## src/rtl/ipt_pkg.sv

```systemverilog
package ipt_pkg;
    localparam int unsigned WORD_W    = 64;
    localparam int unsigned TPEND_LSB = 4;   // timer pending, one bit per processor
    localparam int unsigned IPEND_LSB = 8;   // interprocessor pending
    localparam int unsigned IPREQ_LSB = 12;  // interprocessor request, reads zero
    localparam int unsigned CAPLO_LSB = 16;  // set only while empty
    localparam int unsigned CAPHI_LSB = 20;  // set only
    localparam int unsigned ACK_BIT   = 20;  // write 1 empties both capture fields
    localparam int unsigned ERRF_BIT  = 28;  // clear-only flag, never set here
    localparam int unsigned REV_BIT   = 35;  // constant identification bit
    localparam int unsigned USER_LSB  = 40;  // plain read-write nibble
    localparam int unsigned REG_SHIFT = 6;   // registers on 0x40 boundaries

    typedef enum logic [1:0] {
        SEL_CTRL = 2'd0,
        SEL_CNT  = 2'd1,
        SEL_RSVD = 2'd2,
        SEL_NONE = 2'd3
    } sel_e;
endpackage

```

## src/rtl/ipt_decode.sv

```systemverilog
module ipt_decode
    import ipt_pkg::*;
#(
    parameter int unsigned ADDR_W = 12,
    parameter int unsigned NCPU   = 4
) (
    input  logic [ADDR_W-1:0]                     addr,
    output sel_e                                  sel,
    output logic [((NCPU > 1) ? $clog2(NCPU) : 1)-1:0] idx
);
    localparam int unsigned IDX_W     = (NCPU > 1) ? $clog2(NCPU) : 1;
    localparam int unsigned SLOT_W    = ADDR_W - REG_SHIFT;
    localparam int unsigned CNT_SLOT0 = 4;
    localparam int unsigned RSV_HI_LO = 8;
    localparam int unsigned RSV_HI_HI = 15;

    logic [SLOT_W-1:0] slot;
    logic              aligned;

    always_comb begin
        slot    = addr[ADDR_W-1:REG_SHIFT];
        aligned = (addr[REG_SHIFT-1:0] == '0);
        idx     = IDX_W'(slot - SLOT_W'(CNT_SLOT0));
        sel     = SEL_NONE;
        if (aligned) begin
            if (slot == '0)
                sel = SEL_CTRL;
            else if (slot < SLOT_W'(CNT_SLOT0))
                sel = SEL_RSVD;
            else if (slot < SLOT_W'(CNT_SLOT0 + NCPU))
                sel = SEL_CNT;
            else if (slot >= SLOT_W'(RSV_HI_LO) && slot <= SLOT_W'(RSV_HI_HI))
                sel = SEL_RSVD;
        end
    end
endmodule

```

## src/rtl/ipt_ivl_counter.sv

```systemverilog
module ipt_ivl_counter #(
    parameter int unsigned CNT_W = 24
) (
    input  logic             clk,
    input  logic             rst_n,
    input  logic             ld,
    input  logic [CNT_W-1:0] ld_val,
    input  logic             tick,
    output logic [CNT_W:0]   cnt_o,
    output logic             fire_o
);
    localparam logic [CNT_W-1:0] ONE = CNT_W'(1);

    typedef struct packed {
        logic             ovf;
        logic [CNT_W-1:0] val;
    } cnt_t;

    cnt_t st_d, st_q;

    always_comb begin
        st_d   = st_q;
        fire_o = 1'b0;
        if (ld) begin
            st_d.val = ld_val;
            st_d.ovf = 1'b0;
        end else if (tick) begin
            st_d.val = st_q.val - ONE;
            st_d.ovf = st_q.ovf | (st_q.val == '0);
            fire_o   = st_d.ovf;
        end
    end

    always_ff @(posedge clk) begin
        if (!rst_n) st_q <= '0;
        else        st_q <= st_d;
    end

    assign cnt_o = st_q;

    assert_load_R8: assert property (@(posedge clk) disable iff (!rst_n)
        ld |=> (cnt_o == {1'b0, $past(ld_val)}));

    assert_ovf_sticky_R9: assert property (@(posedge clk) disable iff (!rst_n)
        (cnt_o[CNT_W] && !ld) |=> cnt_o[CNT_W]);

    assert_idle_R11: assert property (@(posedge clk) disable iff (!rst_n)
        (!ld && !tick) |=> $stable(cnt_o));
endmodule

```

## src/rtl/ipt_ctrl_word.sv

```systemverilog
module ipt_ctrl_word
    import ipt_pkg::*;
#(
    parameter int unsigned NCPU = 4   // field layout allows at most four
) (
    input  logic              clk,
    input  logic              rst_n,
    input  logic              wr,
    input  logic [WORD_W-1:0] wd,
    input  logic [NCPU-1:0]   fire,
    output logic [WORD_W-1:0] word_o,
    output logic [NCPU-1:0]   ipi_o,
    output logic [NCPU-1:0]   tmr_o
);
    typedef struct packed {
        logic [3:0]      user;
        logic [3:0]      cap_hi;
        logic [3:0]      cap_lo;
        logic [NCPU-1:0] ipend;
        logic [NCPU-1:0] tpend;
    } ctrl_t;

    ctrl_t c_d, c_q;

    always_comb begin
        c_d = c_q;
        if (wr) begin
            c_d.tpend = c_q.tpend & ~wd[TPEND_LSB +: NCPU];
            c_d.ipend = c_q.ipend & ~wd[IPEND_LSB +: NCPU];
            if (wd[ACK_BIT]) begin
                c_d.cap_hi = '0;
                c_d.cap_lo = '0;
            end else begin
                c_d.cap_hi = c_q.cap_hi | wd[CAPHI_LSB +: 4];
                if (c_q.cap_lo == '0)
                    c_d.cap_lo = wd[CAPLO_LSB +: 4];
            end
            c_d.ipend = c_d.ipend | wd[IPREQ_LSB +: NCPU];
            c_d.user  = wd[USER_LSB +: 4];
        end
        c_d.tpend = c_d.tpend | fire;
    end

    always_ff @(posedge clk) begin
        if (!rst_n) c_q <= '0;
        else        c_q <= c_d;
    end

    always_comb begin
        word_o                       = '0;
        word_o[TPEND_LSB +: NCPU]    = c_q.tpend;
        word_o[IPEND_LSB +: NCPU]    = c_q.ipend;
        word_o[CAPLO_LSB +: 4]       = c_q.cap_lo;
        word_o[CAPHI_LSB +: 4]       = c_q.cap_hi;
        word_o[REV_BIT]              = 1'b1;
        word_o[USER_LSB +: 4]        = c_q.user;
    end

    assign ipi_o = c_q.ipend;
    assign tmr_o = c_q.tpend;

    assert_no_write_raise_R10: assert property (@(posedge clk) disable iff (!rst_n)
        (fire == '0) |=> ((tmr_o & ~$past(tmr_o)) == '0));

    assert_ack_empties_R3: assert property (@(posedge clk) disable iff (!rst_n)
        (wr && wd[ACK_BIT]) |=> (word_o[CAPLO_LSB +: 8] == 8'h00));

    assert_caplo_hold_R4: assert property (@(posedge clk) disable iff (!rst_n)
        (wr && !wd[ACK_BIT] && word_o[CAPLO_LSB +: 4] != 4'h0)
        |=> (word_o[CAPLO_LSB +: 4] == $past(word_o[CAPLO_LSB +: 4])));

    assert_ipi_req_R5: assert property (@(posedge clk) disable iff (!rst_n)
        wr |=> ((ipi_o & $past(wd[IPREQ_LSB +: NCPU])) == $past(wd[IPREQ_LSB +: NCPU])));
endmodule

```

## src/rtl/ipt_irq_ctrl.sv

```systemverilog
module ipt_irq_ctrl
    import ipt_pkg::*;
#(
    parameter int unsigned ADDR_W = 12,
    parameter int unsigned NCPU   = 4,
    parameter int unsigned CNT_W  = 24
) (
    input  logic                  clk,
    input  logic                  rst_n,
    input  logic                  req_valid,
    input  logic                  req_write,
    input  logic [ADDR_W-1:0]     req_addr,
    input  logic [1:0]            req_cpu,
    input  logic [WORD_W-1:0]     req_wdata,
    input  logic                  tick_in,
    output logic [WORD_W-1:0]     rd_data,
    output logic                  err,
    output logic [NCPU-1:0]       ipi_irq,
    output logic [NCPU-1:0]       tmr_irq
);
    localparam int unsigned IDX_W = (NCPU > 1) ? $clog2(NCPU) : 1;

    typedef struct packed {
        logic [WORD_W-1:0] rd;
        logic              err;
        logic              tick_prev;
    } top_t;

    top_t t_d, t_q;

    sel_e              sel;
    logic [IDX_W-1:0]  idx;
    logic              tick_rise;
    logic              wr_ctrl;
    logic [NCPU-1:0]   ld;
    logic [NCPU-1:0]   fire;
    logic [CNT_W:0]    cnt_arr [NCPU];
    logic [WORD_W-1:0] word;

    ipt_decode #(.ADDR_W(ADDR_W), .NCPU(NCPU)) u_dec (
        .addr (req_addr),
        .sel  (sel),
        .idx  (idx)
    );

    assign tick_rise = tick_in & ~t_q.tick_prev;
    assign wr_ctrl   = req_valid & req_write & (sel == SEL_CTRL);

    for (genvar g = 0; g < NCPU; g++) begin : g_cnt
        assign ld[g] = req_valid & req_write & (sel == SEL_CNT) & (idx == IDX_W'(g));
        ipt_ivl_counter #(.CNT_W(CNT_W)) u_cnt (
            .clk    (clk),
            .rst_n  (rst_n),
            .ld     (ld[g]),
            .ld_val (req_wdata[CNT_W-1:0]),
            .tick   (tick_rise),
            .cnt_o  (cnt_arr[g]),
            .fire_o (fire[g])
        );
    end

    ipt_ctrl_word #(.NCPU(NCPU)) u_ctrl (
        .clk    (clk),
        .rst_n  (rst_n),
        .wr     (wr_ctrl),
        .wd     (req_wdata),
        .fire   (fire),
        .word_o (word),
        .ipi_o  (ipi_irq),
        .tmr_o  (tmr_irq)
    );

    always_comb begin
        t_d           = t_q;
        t_d.tick_prev = tick_in;
        t_d.err       = 1'b0;
        if (req_valid) begin
            t_d.err = (sel == SEL_NONE);
            if (!req_write) begin
                unique case (sel)
                    SEL_CTRL: t_d.rd = word | WORD_W'(req_cpu);
                    SEL_CNT:  t_d.rd = WORD_W'(cnt_arr[idx]);
                    SEL_RSVD: t_d.rd = '0;
                    default:  t_d.rd = '1;
                endcase
            end
        end
    end

    always_ff @(posedge clk) begin
        if (!rst_n) t_q <= '0;
        else        t_q <= t_d;
    end

    assign rd_data = t_q.rd;
    assign err     = t_q.err;

    assert_err_source_R12: assert property (@(posedge clk) disable iff (!rst_n)
        err |-> $past(req_valid));

    assert_held_tick_R11: assert property (@(posedge clk) disable iff (!rst_n)
        (tick_in && $past(tick_in) && !req_valid) |=> $stable(tmr_irq));
endmodule

```

## config.mk

```make
export PLATFORM = sky130hd
export DESIGN_NAME = ipt_irq_ctrl
export DESIGN_NICKNAME = d
export VERILOG_FILES = /design/src/rtl/ipt_pkg.sv /design/src/rtl/ipt_decode.sv /design/src/rtl/ipt_ivl_counter.sv /design/src/rtl/ipt_ctrl_word.sv /design/src/rtl/ipt_irq_ctrl.sv
export SDC_FILE = /design/constraint.sdc
export NUM_CORES = 1
export LEC_CHECK = 0
export ABC_AREA = 0
export BUFFER_PORTS_ARGS = -buffer_cell sky130_fd_sc_hd__buf_2
export CORE_MARGIN = 5
export CORE_UTILIZATION = 51
export CTS_CLUSTER_DIAMETER = 150
export DETAILED_ROUTE_END_ITERATION = 10
export PLACE_DENSITY = 0.77
export SLEW_MARGIN = 20
export SYNTH_ARGS = -nofsm -noshare
export SYNTH_HDL_FRONTEND = slang
export SYNTH_SLANG_ARGS = --single-unit
```

## constraint.sdc

```tcl
create_clock -name clk -period 3 [get_ports clk]
set_input_delay 0.6 -clock clk [delete_from_list [all_inputs] [get_ports clk]]
set_output_delay 0.6 -clock clk [all_outputs]
set_load 0.01 [all_outputs]
```

Word level (Yosys, flattened, before mapping)
Cells that the tools add are included.
Cells by class
  equality and inequality tests: 6
  multiplexer cells: 28
  reduce and logical (&&, ||, !) cells: 22
  bitwise logic cells: 24
  add/sub/neg operators: 5
  $lt $le $gt $ge: 5
Operators by type and width (count)
  two-way mux 24 bit: 8
  one-hot mux 64 bit (3 select lines): 1
  logical NOT 24 bit: 4
  subtractor 24 x 1 -> 24 bit, second input constant: 4
  binary-select mux 25 bit (select 2 bit): 1
  two-way mux 25 bit: 2
  OR 44 x 2 -> 44 bit: 1
  logical NOT 6 bit: 2
  OR 4 bit: 3
  nonzero test 2 bit: 5
  two-way mux 1 bit: 9
  AND 1 bit: 8
  AND 4 bit: 2
  == test 2 bit, second input constant: 4
  two-way mux 2 bit: 4
  two-way mux 4 bit: 2
  two-way mux 8 bit: 1
  inverter 4 bit: 2
  OR reduction 2 bit: 4
  >= comparator 6 x 4 -> 1 bit, second input constant: 1
  <= comparator 6 x 4 -> 1 bit, second input constant: 1
  less-than comparator 6 x 3 -> 1 bit, second input constant: 1
  less-than comparator 6 x 4 -> 1 bit, second input constant: 1
  AND reduction 2 bit: 3
  9 further kinds: 16
Word-level totals
  bits of input ports: 83
  register bits: 186
  logic and storage cells: 106

Logic depth before layout (Yosys ltp)
  depth after elaboration: 12
  depth in mapped cells: 13
  depth with buffers taken out: 10

Hierarchy
From an unflattened synthesis, not the netlist that was laid out.
Second synthesis, totals
  cell total of the unflattened synthesis: 1293
  area total of the unflattened synthesis: 11015.6 sq um
Modules (own cells, without submodules)
  ipt_irq_ctrl: instances 1, cells each 464, area an instance 3963.8 sq um
  ipt_ivl_counter (g_cnt[0].u_cnt ...): instances 2, cells each 176, area an instance 1482.7 sq um
  ipt_ivl_counter (g_cnt[2].u_cnt ...): instances 2, cells each 173, area an instance 1421.4 sq um
  ipt_ctrl_word: instances 1, cells each 122, area an instance 1167.4 sq um
  ipt_decode: instances 1, cells each 9, area an instance 76.3 sq um

Least setup slack after synthesis
OpenSTA, ideal clock, no wires.
  path kind: input port to flip-flop
  start point: in req_addr[6]
  end point: reg g_cnt[3].u_cnt.st_q (netlist bit g_cnt[3].u_cnt.cnt_o[13])
  data arrival time: 2.937 ns
  setup time: 0.134 ns
  cell stages on the path: 12
  buffers on the path: 5
  slack: -0.070 ns
  path through: buf_2 > buf_1 > nor2_1 > nor2_1 > nor3_1 > ha_1 > clkbuf_1 > and3_1 > nand3_1 > clkbuf_1 > clkbuf_1 > o211ai_1
Between the ends
  longest elaborated chain between the ends: 11
  elaborated cells on any way between the ends: 18
Ends and longest elaborated chain
  from (decl): RTL line ipt_irq_ctrl.sv:12  | input logic [ADDR_W-1:0] req_addr,
  >= comparator 6 x 4 -> 1 bit / <= comparator 6 x 4 -> 1 bit (equally long branches): RTL line ipt_decode.sv:32  | else if (slot >= SLOT_W'(RSV_HI_LO) && slot <= SLOT_W'(RSV_HI_HI))
  logical AND 1 bit: RTL line ipt_decode.sv:32
  two-way mux 1 bit: RTL line ipt_decode.sv:32
  two-way mux 2 bit: RTL line ipt_decode.sv:30  | else if (slot < SLOT_W'(CNT_SLOT0 + NCPU))
  two-way mux 2 bit: RTL line ipt_decode.sv:28  | else if (slot < SLOT_W'(CNT_SLOT0))
  two-way mux 2 bit: RTL line ipt_decode.sv:26  | if (slot == '0)
  two-way mux 2 bit: RTL line ipt_decode.sv:25  | if (aligned) begin
  == test 2 x 1 -> 1 bit: RTL line ipt_irq_ctrl.sv:50  | assign ld[g] = req_valid & req_write & (sel == SEL_CNT) & (idx == IDX_W'(g));
  AND 1 bit: RTL line ipt_irq_ctrl.sv:50
  AND 1 bit *: RTL line ipt_irq_ctrl.sv:50
  two-way mux 24 bit / nonzero test 2 bit (equally long branches)
  to (signal assigned): RTL line ipt_ivl_counter.sv:36  | else st_q <= st_d;
  to (decl): RTL line ipt_ivl_counter.sv:19  | cnt_t st_d, st_q;
Mark *: on every way between the ends. The rest lies on a longest branch, timed or not.
A chain may end at the register's enable or synchronous reset.

Worst setup path in the final report
  start point: in req_addr[10]
  end point: reg g_cnt[1].u_cnt.st_q (netlist bit g_cnt[1].u_cnt.cnt_o[15])
Between the ends
  longest elaborated chain between the ends: 11
  elaborated cells on any way between the ends: 16
Ends and longest elaborated chain (RTL line)
  >= comparator 6 x 4 -> 1 bit / <= comparator 6 x 4 -> 1 bit (equally long branches): ipt_decode.sv:32
  logical AND 1 bit: ipt_decode.sv:32
  two-way mux 1 bit: ipt_decode.sv:32
  two-way mux 2 bit: ipt_decode.sv:30
  two-way mux 2 bit: ipt_decode.sv:28
  two-way mux 2 bit *: ipt_decode.sv:26
  two-way mux 2 bit *: ipt_decode.sv:25
  == test 2 x 1 -> 1 bit *: ipt_irq_ctrl.sv:50
  AND 1 bit * (2 in a row): ipt_irq_ctrl.sv:50
  two-way mux 24 bit / nonzero test 2 bit (equally long branches)
  to (signal assigned): ipt_ivl_counter.sv:36
  to (decl): ipt_ivl_counter.sv:19
Marked as above.

==> key figures <==
Yosys
  • Largest family of logic cells by synthesized area: simple AND/OR/NAND/NOR gates
  • Sequential area share after synthesis: 0.3656
  • Post-Synth XOR/XNOR Area: 0.08364
  • Top cell type's share of synthesized area: 0.3656
  • Yosys warning count: 0
  • Post-synth EDFFs: 0
  • Post-Synth Simple-Gate Area: 0.1886
  • #FFs+latches synth: 153
  • Multiplexer share of the synthesized area: 0.07364
  • Complex-gate fraction of the synthesized area: 0.1731
  • Synth Net Count: 1,074
  • Adder-cell share of the synthesized area: 0.01494
  • Largest cells by area after synthesis: dfxtp_1, buf_4, mux4_2, xnor2_1, o21ai_0
  • Async set-reset flop share out of synthesis: 0
  • Synth Flop Type: dfxtp_1
  • Mapped Avg Cell Area: 8.539 sq um
  • Synth cell types: 54
  • Yosys top cell by area: dfxtp_1
  • Synthesized instance count: 981
  • Area of the mapped netlist: 0.008377 sq mm

CTS
  • Clock sink count: 153
  • Clk slew on worst S/H paths: 60 ps
  • Clk_lat worst skew: 440 ps
  • Post-CTS Hold Buffers: 0
  • Max Root-Sink Buffers: 2
  • Num CTS Buffers: 17
  • Post-CTS Repair Setup Buffers: 0
  • CTS root buffer: clkbuf_16
  • H-Tree Depth: 4
  • Post_cts resized: 0
  • CTS tree: built

Status
  • Status: completed

Placed design
  • Hpwl dp: 17,450 um
  • Placed cells: 1,216
  • Post-place instance area: 0.008793 sq mm
  • Pre-CTS setup slack: 162.6 ps
  • GP Congestion: 0.9010
  • Port bufs: 119

Power and ir drop
  • Switch share: 0.3413
  • Leakage: 3.771 nW
  • Cell-internal power: 4.316 mW
  • VDD IR max: 0.0004166 V
  • Sequential Power Share: 0.401
  • Clock Power Share: 0.324
  • Total chip power: 6.552 mW
  • Switch Pwr: 2.236 mW
  • Power density over cell area: 699.2 mW/mm^2
  • Combinational Power Share: 0.274

Layout
  • Share of cells above drive strength 1: 0.2200
  • Area Overhead vs Synth: 11.87%
  • Post-route core utilization: 0.5857
  • Final instance area: 0.009371 sq mm
  • Finished Layout Cells: 1,248
  • N_diodes: 0
  • Final Net Count: 1,112

Global routing
  • Initial antenna violation count: 0
  • Vias in the first global route: 7,332
  • Grt total ovfl: 0
  • Gr usage total: 0.2542
  • Largest net degree at the start of global routing: 100
  • First-pass GRT wire length: 39,360 um

Setup path
  • WP data required: 3320 ps
  • Reg-to-Reg Start: g_cnt[3].u_cnt.cnt_o[15]$_SDFFE_PN0P_
  • Worst setup path start: req_addr[10]
  • Arrival @ worst endpoint: 2680 ps
  • Worst-path fanout max: 19
  • Crit path kind: input pin to flip-flop
  • Crit end category: flip-flop
  • Setup crit start kind: input pin

Floorplanning
  • Row cnt: 46
  • DIE WIDTH: 138.2 um
  • Die area: 0.01909 sq mm
  • Die Y-Extent: 138.2 um
  • Initial cell density of the core: 0.5235
  • Io pins: 156
  • Core area: 0.01600 sq mm

STA
  • Slew margin rel.: 0.5096
  • Setup Skew: 9.088 ps
  • Max-slew violations: 0
  • Worst Tran Pin Value: 728.8 ps
  • Hold WS: 400.6 ps
  • Post-route minimum period: 2360 ps
  • Post-route clock period utilization: 0.7868
  • Fin Setup TNS: 0 ps
  • Setup ws final: 639.6 ps
  • Final Hold Vio Count: 0
  • Setup violators final: 0
  • Achievable Freq: 423.7 MHz
  • RSZ-0062 raised after global routing: false

Drt
  • Iteration count of the initial detailed-routing pass: 7
  • Drt drc: 0
  • DR vias/cell: 6.093
  • Detailed Route WL: 24,430 um
  • Final ANT Viol Nets: 0
  • Initial drt markers: 705
  • Vias post-DR: 7,604
  • Per-cell routed wire length: 19.58 um

Run
  • Max-cap violation count: 0

Worst hold path
  • Hold Startpoint: req_wdata[40]
  • Worst Hold Class: input pin to flip-flop
==> path summary, 6_finish.rpt <==
path                                                 to  slack (ps)  cells after the start
setup / recovery  g_cnt[1].u_cnt.cnt_o[15]$_SDFFE_PN0P_         640                     11
hold reg to reg          u_ctrl.word_o[41]$_SDFFE_PN0N_         460                      2
setup reg to reg  g_cnt[3].u_cnt.cnt_o[23]$_SDFFE_PN0P_         670                      5
hold / removal           u_ctrl.word_o[40]$_SDFFE_PN0N_         400                      3
==> layout make-up <==
cell class / count / area [sq um]
Tap cell: 216 / 270.3
Timing Repair Buffer: 155 / 928.4
Fill cell: 1394 / 6629
Clock inverter: 14 / 138.9
Multi-Input combinational cell: 677 / 4476
Clock buffer: 18 / 439.2
Inverter: 15 / 56.30
Sequential cell: 153 / 3063
==> power groups by stage <==
stage               registers (mW)  clock network (mW)  logic (mW)
floorplan                     2.56                   0        1.37
global placement              2.65                   0        1.72
detailed placement            2.66                   0        1.76
CTS                           2.62                2.14        1.77
global route                  2.67                2.23        1.96
finish                        2.63                2.13        1.80
==> layer usage <==
metal | part of all wire | global-route usage | routed length (um) | vias to the layer above
met5 | 0 | 0 | 0 | -
met4 | 0.027 | 0.09412 | 656 | 0
met3 | 0.096 | 0.07310 | 2348 | 57
met2 | 0.45 | 0.3993 | 11060 | 374
met1 | 0.42 | 0.3341 | 10360 | 3625
li1 | - | - | - | 3548
==> placed cells by master, fill, tap and decap left out, types with 6 or more instances in the layout <==
cell | Yosys | final
a211oi_1 | 28 | 28
a21oi_1 | 74 | 74
a221oi_1 | 18 | 18
a311oi_1 | 8 | 8
buf_2 | 3 | 119
buf_4 | 72 | 31
clkbuf_16 | 0 | 17
dfxtp_1 | 153 | 153
ha_1 | 10 | 10
inv_1 | 14 | 14
mux4_2 | 24 | 24
nand2_1 | 60 | 60
nand3_1 | 14 | 14
nand4_1 | 12 | 12
nor2_1 | 107 | 107
nor3_1 | 32 | 32
nor4_1 | 26 | 26
o21ai_0 | 88 | 88
o22ai_1 | 6 | 6
or3_1 | 12 | 12
or4_1 | 11 | 11
xnor2_1 | 56 | 56
xor2_1 | 24 | 24
==> registers in the layout, summed over array words and instances, names as in the netlist <==
register / flops
u_ctrl.tmr_o: 4
err: 1
t_q: 1
rd_data: 31
u_ctrl.ipi_o: 4
g_cnt.u_cnt.cnt_o: 100
u_ctrl.word_o: 12
==> synth_stat cells (all sizes together), types with 4 or more instances <==
library cell and instances:
a211oi 28, a21oi 74, a221oi 18, a22o 4
a22oi 4, a311oi 8, and3b 4, buf 79
clkbuf 57, dfxtp 153, ha 10, inv 15
mux2i 5, mux4 25, nand2 60, nand3 15
nand3b 5, nand4 12, nor2 107, nor2b 4
nor3 32, nor4 26, o21ai 88, o22ai 6
or3 15, or4 14, xnor2 56, xor2 24
==> logic make-up after synthesis <==
| group | after synthesis |
|---|---|
| flops | 153 |
| simple gates | 315 |
| xor+xnor | 80 |
| compound gates | 242 |
| fa+ha+maj | 10 |
| buf+inv | 151 |
| mux | 30 |
==> critical path, cell delays in order <==
cell       delay, ps
buf_2            100
nor4_1           360
nand2_1          120
nor3_1           270
ha_1             220
and3_1           240
nand3b_1         210
buf_12           230
nand3_1           80
o21ai_0          110
o2bb2ai_1        140
Power figures use the tool's default switching activity.
